<file path="src/rtl/rx9_pkg.sv">
package rx9_pkg;
  typedef enum logic [1:0] {ST_IDLE, ST_START, ST_DATA, ST_STOP} rxState_t;

  typedef struct packed {
    logic shiftEn;   // sample current line level into the shift register
    logic frameDone; // stop-bit sample instant: decide on transfer
  } rxStrobe_t;
endpackage

</file>
<file path="src/rtl/rx9_ctrl.sv">
module rx9_ctrl
  import rx9_pkg::*;
#(
  parameter int OVS   = 16,
  parameter int NBITS = 9
) (
  input  logic      clk,
  input  logic      rstN,
  input  logic      sampleEn,
  input  logic      rxS,
  output rxStrobe_t strobes
);
  localparam int CW   = $clog2(OVS);
  localparam int BW   = $clog2(NBITS + 1);
  localparam int HALF = OVS / 2;

  rxState_t       state;
  logic [CW-1:0]  tickCnt;
  logic [BW-1:0]  bitIdx;
  logic           rxLast;
  logic           atEnd;

  assign atEnd = (tickCnt == CW'(OVS - 1));

  always_ff @(posedge clk or negedge rstN) begin
    if (!rstN) begin
      state   <= ST_IDLE;
      tickCnt <= '0;
      bitIdx  <= '0;
      rxLast  <= 1'b1;
    end else if (sampleEn) begin
      rxLast <= rxS;
      unique case (state)
        ST_IDLE: begin
          tickCnt <= '0;
          if (rxLast && !rxS) state <= ST_START;
        end
        ST_START: begin
          if (tickCnt == CW'(HALF - 1)) begin
            tickCnt <= '0;
            bitIdx  <= '0;
            state   <= rxS ? ST_IDLE : ST_DATA;
          end else begin
            tickCnt <= tickCnt + 1'b1;
          end
        end
        ST_DATA: begin
          if (atEnd) begin
            tickCnt <= '0;
            if (bitIdx == BW'(NBITS - 1)) state <= ST_STOP;
            else bitIdx <= bitIdx + 1'b1;
          end else begin
            tickCnt <= tickCnt + 1'b1;
          end
        end
        ST_STOP: begin
          if (atEnd) begin
            tickCnt <= '0;
            state   <= ST_IDLE;
          end else begin
            tickCnt <= tickCnt + 1'b1;
          end
        end
        default: state <= ST_IDLE;
      endcase
    end
  end

  always_comb begin
    strobes.shiftEn   = sampleEn && (state == ST_DATA) && atEnd;
    strobes.frameDone = sampleEn && (state == ST_STOP) && atEnd;
  end
endmodule

</file>
<file path="src/rtl/rx9_datapath.sv">
module rx9_datapath
  import rx9_pkg::*;
#(
  parameter int NBITS = 9
) (
  input  logic             clk,
  input  logic             rstN,
  input  logic             rxIn,
  input  logic             addrDetectEn,
  input  logic             rdStrobe,
  input  rxStrobe_t        strobes,
  output logic             rxS,
  output logic             frameBit8,
  output logic [NBITS-2:0] rxData,
  output logic             rxBit8,
  output logic             rxFull,
  output logic             frameErr,
  output logic             overrun
);
  localparam int DW = NBITS - 1;

  logic [1:0]       syncQ;
  logic [NBITS-1:0] shiftReg;
  logic             qualify;

  assign rxS       = syncQ[1];
  assign frameBit8 = shiftReg[NBITS-1];
  assign qualify   = strobes.frameDone && (!addrDetectEn || frameBit8);

  always_ff @(posedge clk or negedge rstN) begin
    if (!rstN) begin
      syncQ    <= 2'b11;
      shiftReg <= '0;
    end else begin
      syncQ <= {syncQ[0], rxIn};
      if (strobes.shiftEn) shiftReg <= {rxS, shiftReg[NBITS-1:1]};
    end
  end

  always_ff @(posedge clk or negedge rstN) begin
    if (!rstN) begin
      rxData   <= '0;
      rxBit8   <= 1'b0;
      rxFull   <= 1'b0;
      frameErr <= 1'b0;
      overrun  <= 1'b0;
    end else begin
      if (rdStrobe) begin
        rxFull  <= 1'b0;
        overrun <= 1'b0;
      end
      if (qualify) begin
        if (rxFull && !rdStrobe) begin
          overrun <= 1'b1;
        end else begin
          rxData   <= shiftReg[DW-1:0];
          rxBit8   <= frameBit8;
          frameErr <= !rxS;
          rxFull   <= 1'b1;
        end
      end
    end
  end
endmodule

</file>
<file path="src/rtl/rx9_addr_rx.sv">
module rx9_addr_rx
  import rx9_pkg::*;
#(
  parameter int OVS   = 16,
  parameter int NBITS = 9
) (
  input  logic             clk,
  input  logic             rstN,
  input  logic             sampleEn,
  input  logic             rxIn,
  input  logic             addrDetectEn,
  input  logic             rdStrobe,
  output logic [NBITS-2:0] rxData,
  output logic             rxBit8,
  output logic             rxFull,
  output logic             frameErr,
  output logic             overrun
);
  rxStrobe_t ctl;
  logic      rxS;
  logic      frameBit8;
  logic      frameDone;

  assign frameDone = ctl.frameDone;

  rx9_ctrl #(.OVS(OVS), .NBITS(NBITS)) u_ctrl (
    .clk(clk), .rstN(rstN), .sampleEn(sampleEn), .rxS(rxS), .strobes(ctl)
  );

  rx9_datapath #(.NBITS(NBITS)) u_dp (
    .clk(clk), .rstN(rstN), .rxIn(rxIn), .addrDetectEn(addrDetectEn),
    .rdStrobe(rdStrobe), .strobes(ctl), .rxS(rxS), .frameBit8(frameBit8),
    .rxData(rxData), .rxBit8(rxBit8), .rxFull(rxFull),
    .frameErr(frameErr), .overrun(overrun)
  );
endmodule

</file>
<file path="config.mk">
export PLATFORM = sky130hd
export DESIGN_NAME = rx9_addr_rx
export DESIGN_NICKNAME = d
export VERILOG_FILES = /design/src/rtl/rx9_pkg.sv /design/src/rtl/rx9_ctrl.sv /design/src/rtl/rx9_datapath.sv /design/src/rtl/rx9_addr_rx.sv
export SDC_FILE = /design/constraint.sdc
export NUM_CORES = 1
export LEC_CHECK = 0
export ABC_AREA = 1
export BUFFER_PORTS_ARGS = -buffer_cell sky130_fd_sc_hd__buf_2
export CORE_MARGIN = 4
export CORE_UTILIZATION = 41
export CTS_CLUSTER_DIAMETER = 150
export DETAILED_ROUTE_END_ITERATION = 7
export PLACE_DENSITY = 0.71
export RECOVER_POWER = 25
export SYNTH_ARGS = -nofsm -noshare
export SYNTH_HDL_FRONTEND = slang
export SYNTH_SLANG_ARGS = --single-unit
export TNS_END_PERCENT = 50
</file>
<file path="constraint.sdc">
create_clock -name clk -period 3.8 [get_ports clk]
set_input_delay 0.19 -clock clk [delete_from_list [all_inputs] [get_ports clk]]
set_output_delay 0.19 -clock clk [all_outputs]
set_load 0.05 [all_outputs]
</file>
-- Word-level counts from Yosys, hierarchy flattened
Cells that the tools add are included.
- bits in registers: 34
- input bits: 6
- output and inout bits: 12
- $add $sub $neg: 2
- eq/ne operators: 12
- muxes and demuxes: 20
- bitwise logic cells: 1
- reduce and logical (&&, ||, !) cells: 17
- operator list (kind ; count):
    $mux W4 ; 5
    $mux W2 ; 6
    $pmux W4 S3 ; 1
    $ne A2 B1 Y1 const B ; 5
    $add A4 B1 Y4 const B ; 2
    $eq A4 B4 Y1 const B ; 2
    $pmux W2 S4 ; 1
    $pmux W4 S2 ; 1
    $logic_and A1 B1 Y1 ; 7
    $mux W1 ; 6
    $reduce_and A6 Y1 ; 1
    $reduce_and A5 Y1 ; 1
    $eq A2 B2 Y1 const B ; 2
    $eq A4 B3 Y1 const B ; 1
    $logic_not A1 Y1 ; 3
    $eq A2 B1 Y1 const B ; 1
    $logic_not A2 Y1 ; 1
    $ne A2 B2 Y1 const B ; 1
    $reduce_and A2 Y1 ; 1
    $reduce_bool A2 Y1 ; 1
    $reduce_or A2 Y1 ; 1
    $logic_or A1 B1 Y1 ; 1
    $not A1 Y1 ; 1

-- Depth between registers and ports, before layout
Gate-level depths: netlist of the first run.
- depth after elaboration: 5
- depth in mapped cells: 9
- mapped depth without buffers: 9

-- By module
Synthesis of the first run repeated with hierarchy kept, for this count alone.
- cell total of the unflattened synthesis: 179
- area total of the unflattened synthesis: 1622.8 um^2
- by module, submodules not included (module ; instances ; cells each ; area each (um^2)):
    rx9_datapath ; 1 ; 88 ; 939.7
    rx9_ctrl ; 1 ; 91 ; 683.2

-- Worst setup path before layout of the first run
No wires, ideal clock.
- path kind: reg-to-reg
- start: reg u_ctrl.tickCnt[0]
- end: reg u_dp.shiftReg[0]
- setup time: 126 ps
- arrival time: 1244 ps
- data required time: 3674 ps
- setup slack: 2430 ps
- stages on the path, launching flop included: 6
- path buffers: 1
- period minus slack after synthesis: 1370 ps
- cell sequence: dfrtp_1 -> ha_1 -> nand3_2 -> nor3_4 -> buf_6 -> o21ai_0
- longest elaborated chain between the ends: 2
- RTL lines (what ; line ; text):
    from (decl) ; rx9_ctrl.sv:18 ; logic [CW-1:0] tickCnt;
    from (signal assigned) ; rx9_ctrl.sv:44 ; tickCnt <= tickCnt + 1'b1;
    from (signal assigned) ; rx9_ctrl.sv:53 ; tickCnt <= tickCnt + 1'b1;
    from (signal assigned) ; rx9_ctrl.sv:61 ; tickCnt <= tickCnt + 1'b1;
    $eq A4 B4 Y1 ; rx9_ctrl.sv:23 ; assign atEnd = (tickCnt == CW'(OVS - 1));
    $logic_and A1 B1 Y1 ; rx9_ctrl.sv:70 ; strobes.shiftEn = sampleEn && (state == ST_DATA) && atEnd;
    to (signal assigned) ; rx9_datapath.sv:36 ; if (strobes.shiftEn) shiftReg <= {rxS, shiftReg[NBITS-1:1]};
    to (decl) ; rx9_datapath.sv:23 ; logic [NBITS-1:0] shiftReg;
Every way passes these cells.
A chain may end at the register's enable or synchronous reset.

==> results.cfg, run 1 <==
[run_status]
outcome = finished, violations left
violations = max-capacitance violations, max-slew violations

[sta]
relSlewSlack = -0.149
clock.fmax_ghz = 0.530
drv_slew = 35
holdWs_ps = 147
hold_viol_final = 0
setup_tns_ps = 0
min_period_ps = 1890
period_share = 0.497
rsz0062_at_grt = no
skew_ps = 7.93
worst_pin_slew_ps = 1720
finalSetupViolations = 0

[pwr]
clkPwrFrac = 0.298
combPwrFrac = 0.202
swShare = 0.325
leakagePower_nw = 0.836
intPower_mw = 0.610
power_frac_seq = 0.499
power.density_nw_per_um2 = 520
p_switching_mw = 0.293
vdd_drop_max_mv = 0.226
finalPower_mw = 0.903

[setup_path]
arrival_ps = 1960
slowest_delay_ps = 1240
critical_path_class = in2async
crit_required_ps = 3870
cp_cell_sequence = dlygate4sd3_1 > clkbuf_1
crit_family = buffers and inverters
cpMaxStageDelayCell = clkbuf_1
worst_setup_path_start_kind = input port
critPathBufInv = 2
crit_path_end_kind = asynchronous set/reset pin
crit_fanout = 34

[detailed_routing]
drc = 0
antenna_left = 0
vias = 1121
avgRoutedWirePerCell_um = 10.8
drtIter0Drc = 81
firstDrtPassIters = 4
wirelength_um = 2600
via_per_inst = 4.63

[yosys]
postSynthCellCount = 172
yosys.cell_types.count = 24
synth_edf_count = 0
yosys.area.top_type = dfrtp_1
synth-async-reset-ratio = 1.00
synth_area_per_cell_um2 = 8.79
synthFlopType = dfrtp_1
synth_top_cell_area_share = 0.513
synth_seq_cells = 34
synth_nets = 181
yosysSeqAreaShare = 0.565
synth_most_common_cell = nand2_1
synth_area_leaders = dfrtp_1 (51%), nand2_1 (13%), o21ai_0 (7.3%)
syn_area_um2 = 1510
ys_warn_count = 0
synthTopCellsByCount = nand2_1 (51), dfrtp_1 (31), o21ai_0 (22)

[clocking]
clk_latency_ps = 280
h-tree-depth = 2
clk_pin_slew_ps = 70
cts_sinks = 34
cts_root_buf = clkbuf_8
ctsResizeCount = 0
numCtsBuffers = 5
cts_tree = done
clk_path_buf_depth = 2

[floorplan]
die_area_um2 = 4720
die_w_um = 68.7
initial_utilization = 0.439
std_cell_rows = 21
die_h_um = 68.7
core_um2 = 3440
io_pins = 18

[placement]
io_buffer_count = 17
routabilityCongestion = 0.843
dp_hpwl_um = 1820

[final_layout]
drive_gt1_frac = 0.122
fin_nets = 204
final_util = 0.504
antennaDiodeCount = 0
syn2layout_area_growth_pct = 14.8

[worst_hold_path]
min_path_type = in2reg

[global_routing]
grt_pass1_vias = 1062
antenna_found_initial = 0
grt_pass1_wl_um = 4640
grt_max_degree = 35
track_usage = 0.134
grt_overflow = 0

[run]
drv_cap = 1
## registers in the layout (all words and copies together), names as in the netlist, named ones only
| signal | count |
|---|---|
| u_ctrl.bitIdx | 4 |
| u_ctrl.rxLast | 1 |
| u_ctrl.state | 1 |
| u_ctrl.tickCnt | 4 |
| u_dp.frameErr | 1 |
| u_dp.overrun | 1 |
| u_dp.rxBit8 | 1 |
| u_dp.rxData | 8 |
| u_dp.rxFull | 1 |
| u_dp.shiftReg | 9 |
| u_dp.syncQ | 2 |
## repair_timing
action | in CTS | in global routing
endpoints found under the hold margin | 32 | 0
setup buffers | 0 | 0
hold buffers | 2 | 0
endpoints found under the setup margin | 0 | 0
## cells in the final DEF (no fill, tap or decap), drive strengths merged
cell / n
clkbuf: 17
nor2: 10
clkinv: 1
nand3: 13
nand4: 1
dfstp: 3
buf: 6
nand2: 52
nand3b: 1
ha: 3
a22o: 1
xnor2: 1
xor2: 1
o21ai: 24
o22ai: 1
inv: 23
clkinvlp: 1
dlygate4sd3: 2
nor3: 1
dfrtp: 31
a21oi: 3
## per-stage QoR
step	instances	area, µm²	worst slack, ps
final	242	1740	1910
after global routing	242	1740	1430
after CTS	242	1750	1980
after detailed placement	232	1630	2010
after global placement	232	1630	2060
after floorplan	172	1510	2430
## logic make-up after synthesis
kind of cell    share of synthesized area
simple gates                        0.224
flops                               0.565
compound gates                      0.104
buf+inv                            0.0704
fa+ha+maj                          0.0248
xor+xnor                           0.0116
## path summary, 6_finish.rpt
kind	from	endpoint	slack (ps)	cells after the start
worst max-delay path	rstN	u_ctrl.tickCnt[1]	1910	2
worst min-delay path	sampleEn	u_ctrl.tickCnt[2]	150	2
worst max register to register	u_ctrl.tickCnt[0]	u_dp.rxData[4]	1990	5
worst min register to register	u_dp.syncQ[0]	u_dp.syncQ[1]	360	0
max in group clk	u_ctrl.tickCnt[0]	u_dp.rxData[4]	1990	5
min in group asynchronous	rstN	u_ctrl.tickCnt[2]	890	2
## area by class of cell
cell class                 instances  area (µm²)
fill                             372        1710
inverter                          23        86.3
sequential                        34         855
clock inverter                     2        12.5
timing repair buffer              19        91.3
multi-input combinational        112         551
tap                               46        57.6
clock buffer                       6        82.6
## power groups by stage
stage | logic (mW) | clock network [mW] | registers, mW
floorplan | 0.143 | 0 | 0.445
global placement | 0.179 | 0 | 0.456
detailed placement | 0.182 | 0 | 0.456
CTS | 0.185 | 0.279 | 0.451
global route | 0.213 | 0.298 | 0.458
finish | 0.183 | 0.270 | 0.451
## layer usage
metal	global-route usage	part of all wire	vias up
li1	-	-	593
met1	0.177	0.48	499
met5	0	0	-
met4	0.0657	0.021	0
met2	0.197	0.43	24
met3	0.0438	0.063	5
Power figures use the tool's default switching activity.
==> inputs of run 2 (changes only) <==
Settings changed: ABC_AREA 1 to 0, PLACE_DENSITY 0.71 to 0.73.
Clock period 3.8 ns to 1.6 ns, I/O delays scaled along.
==> results.cfg, run 2 <==
[setup_path]
crit_family = compound AO/OA/AOI/OAI gates
arrival_ps = 1890
critical_path_class = reg2reg
crit_required_ps = 1770
cpMaxStageDelayCell = dfrtp_1
cp_cell_sequence = ha_2 > nand4_1 > a211o_2 > a21oi_4 > buf_12 > mux2_2
crit_path_end_kind = flip-flop
worst_setup_path_start_kind = flip-flop
slowest_delay_ps = 360
critPathBufInv = 1
crit_fanout = 10

[final_layout]
drive_gt1_frac = 0.384
fin_nets = 172
syn2layout_area_growth_pct = 27.0
mostFrequentLayoutCells = dfrtp_1 (31), buf_4 (14), mux2_2 (12), buf_2 (12), inv_1 (10)
reg_top3 = u_dp.shiftReg: 9 flops, u_dp.rxData: 8 flops
antennaDiodeCount = 0
largest_register = u_dp.shiftReg
largest_register_ffs = 9
final_common_cell = dfrtp_1

[sta]
clock.fmax_ghz = 0.584
min_period_ps = 1710
period_share = 1.07
worst_pin_slew_ps = 808
relSlewSlack = 0.461
skew_ps = 2.47
hold_viol_final = 0
holdWs_ps = 186
finalSetupViolations = 11
layout_setup_ws_ps = -114
drv_slew = 0
rsz0062_at_grt = yes

[placement]
io_buffer_count = 17
routabilityCongestion = 0.872
dp_hpwl_um = 2090

[worst_hold_path]
min_path_type = in2reg

[global_routing]
grt_pass1_vias = 1085
grt_max_degree = 35
track_usage = 0.152
grt_pass1_wl_um = 5140
grt_overflow = 0
antenna_found_initial = 0

[yosys]
synth-async-reset-ratio = 1.00
yosysSeqAreaShare = 0.563
synth_most_common_cell = dfrtp_1
synth_top_cell_area_share = 0.511
synth_seq_cells = 34
syn_area_um2 = 1520
synth_area_leaders = dfrtp_1 (51%), mux2_2 (15%), dfstp_2 (5.2%)
postSynthCellCount = 125
synth_edf_count = 0
synthFlopType = dfrtp_1
synth_nets = 134
yosys.area.top_type = dfrtp_1
ys_warn_count = 0
synthTopCellsByCount = dfrtp_1 (31), mux2_2 (20), inv_1 (10)
synth_area_per_cell_um2 = 12.1
yosys.cell_types.count = 34

[pwr]
power_frac_seq = 0.427
swShare = 0.332
intPower_mw = 1.59
power.density_nw_per_um2 = 1240
p_switching_mw = 0.793
leakagePower_nw = 0.936
vdd_drop_max_mv = 0.538
finalPower_mw = 2.38
combPwrFrac = 0.319
clkPwrFrac = 0.254

[floorplan]
die_w_um = 68.8
core_um2 = 3440
io_pins = 18
die_h_um = 68.8
die_area_um2 = 4740
initial_utilization = 0.441
std_cell_rows = 21

[detailed_routing]
via_per_inst = 5.21
antenna_left = 0
wirelength_um = 3000
drc = 0
drtIter0Drc = 122
avgRoutedWirePerCell_um = 14.3
vias = 1095
firstDrtPassIters = 4

[clocking]
clk_pin_slew_ps = 70
numCtsBuffers = 5
cts_root_buf = clkbuf_8
cts_tree = done
cts_sinks = 34
clk_latency_ps = 290
h-tree-depth = 2
clk_path_buf_depth = 2

[run]
drv_cap = 0

[run_status]
violations = negative setup slack
outcome = finished, violations left
==> run 2: cell types whose count changed after synthesis, moves of 3 or more <==
cell      previous run  this run
inv_1               21        10
nor2_1               9         6
o21a_1               0         3
a21oi_1              3         0
nand2_1             51         5
o21ai_0             22         7
clkbuf_1             1         4
mux2_2               0        20
nand3_1             12         3
==> run 2: layout make-up <==
| class | count | area (µm²) |
|---|---|---|
| fill | 304 | 1510 |
| sequential | 34 | 855 |
| clock inverter | 2 | 10.0 |
| inverter | 10 | 37.5 |
| timing repair buffer | 36 | 246 |
| clock buffer | 6 | 72.6 |
| multi-input combinational | 76 | 649 |
| tap | 46 | 57.6 |
==> run 2: path summary, 6_finish.rpt <==
path / cells past startpoint / slack (ps) / end / start
worst max-delay path: 6 / -110 / u_dp.rxData[7] / u_ctrl.tickCnt[1]
worst min-delay path: 3 / 190 / u_ctrl.tickCnt[2] / sampleEn
worst max register to register: 6 / -110 / u_dp.rxData[7] / u_ctrl.tickCnt[1]
worst min register to register: 0 / 360 / u_dp.syncQ[1] / u_dp.syncQ[0]
max in group asynchronous: 2 / 680 / u_ctrl.tickCnt[3] / rstN
min in group asynchronous: 2 / 410 / u_ctrl.state[0] / rstN
==> run 2: tightest hold or removal path, cell delays in order <==
cell and delay [ps]:
buf_2 90, buf_4 170, o22ai_1 90
==> run 2: stage by stage <==
stage	utilization	TNS, ps	cell area (µm²)	setup WS, ps	instances
floorplan	-	-1130	1520	-113	125
CTS	0.551	-1120	1900	-115	209
global placement	0.511	-335	1760	-35.3	197
detailed placement	0.511	-1480	1760	-93.9	197
finish	0.560	-1130	1930	-114	210
global route	0.560	-2250	1930	-184	210
==> run 2: power by group through the flow <==
stage | sequential [mW] | clock [mW] | combinational [mW]
after floorplan | 1.11 | 0 | 0.363
after global placement | 1.03 | 0 | 0.671
after detailed placement | 1.03 | 0 | 0.707
after CTS | 1.02 | 0.631 | 0.741
after global routing | 1.03 | 0.669 | 0.836
final | 1.02 | 0.607 | 0.760
==> run 2: what timing repair did <==
action / in CTS / in global routing
endpoints found under the hold margin: 33 / 0
hold buffers: 3 / 0
pin swaps: 1 / 0
gates resized for setup: 3 / 9
buffers inserted: 1 / 1
endpoints found under the setup margin: 19 / 21
cloned: 0 / 0
==> run 2: logic make-up after synthesis <==
logic type / Yosys count / synth area share
compound gates: 23 / 0.113
fa+ha+maj: 3 / 0.0247
simple gates: 29 / 0.106
mux: 21 / 0.155
flops: 34 / 0.563
buf+inv: 15 / 0.0379
==> run 2: metal layers <==
layer	vias up	GRT usage	part of all wire
met5	-	0	0
met4	0	0.0608	0.017
met3	7	0.0632	0.052
met2	19	0.240	0.47
met1	546	0.184	0.46
li1	523	-	-
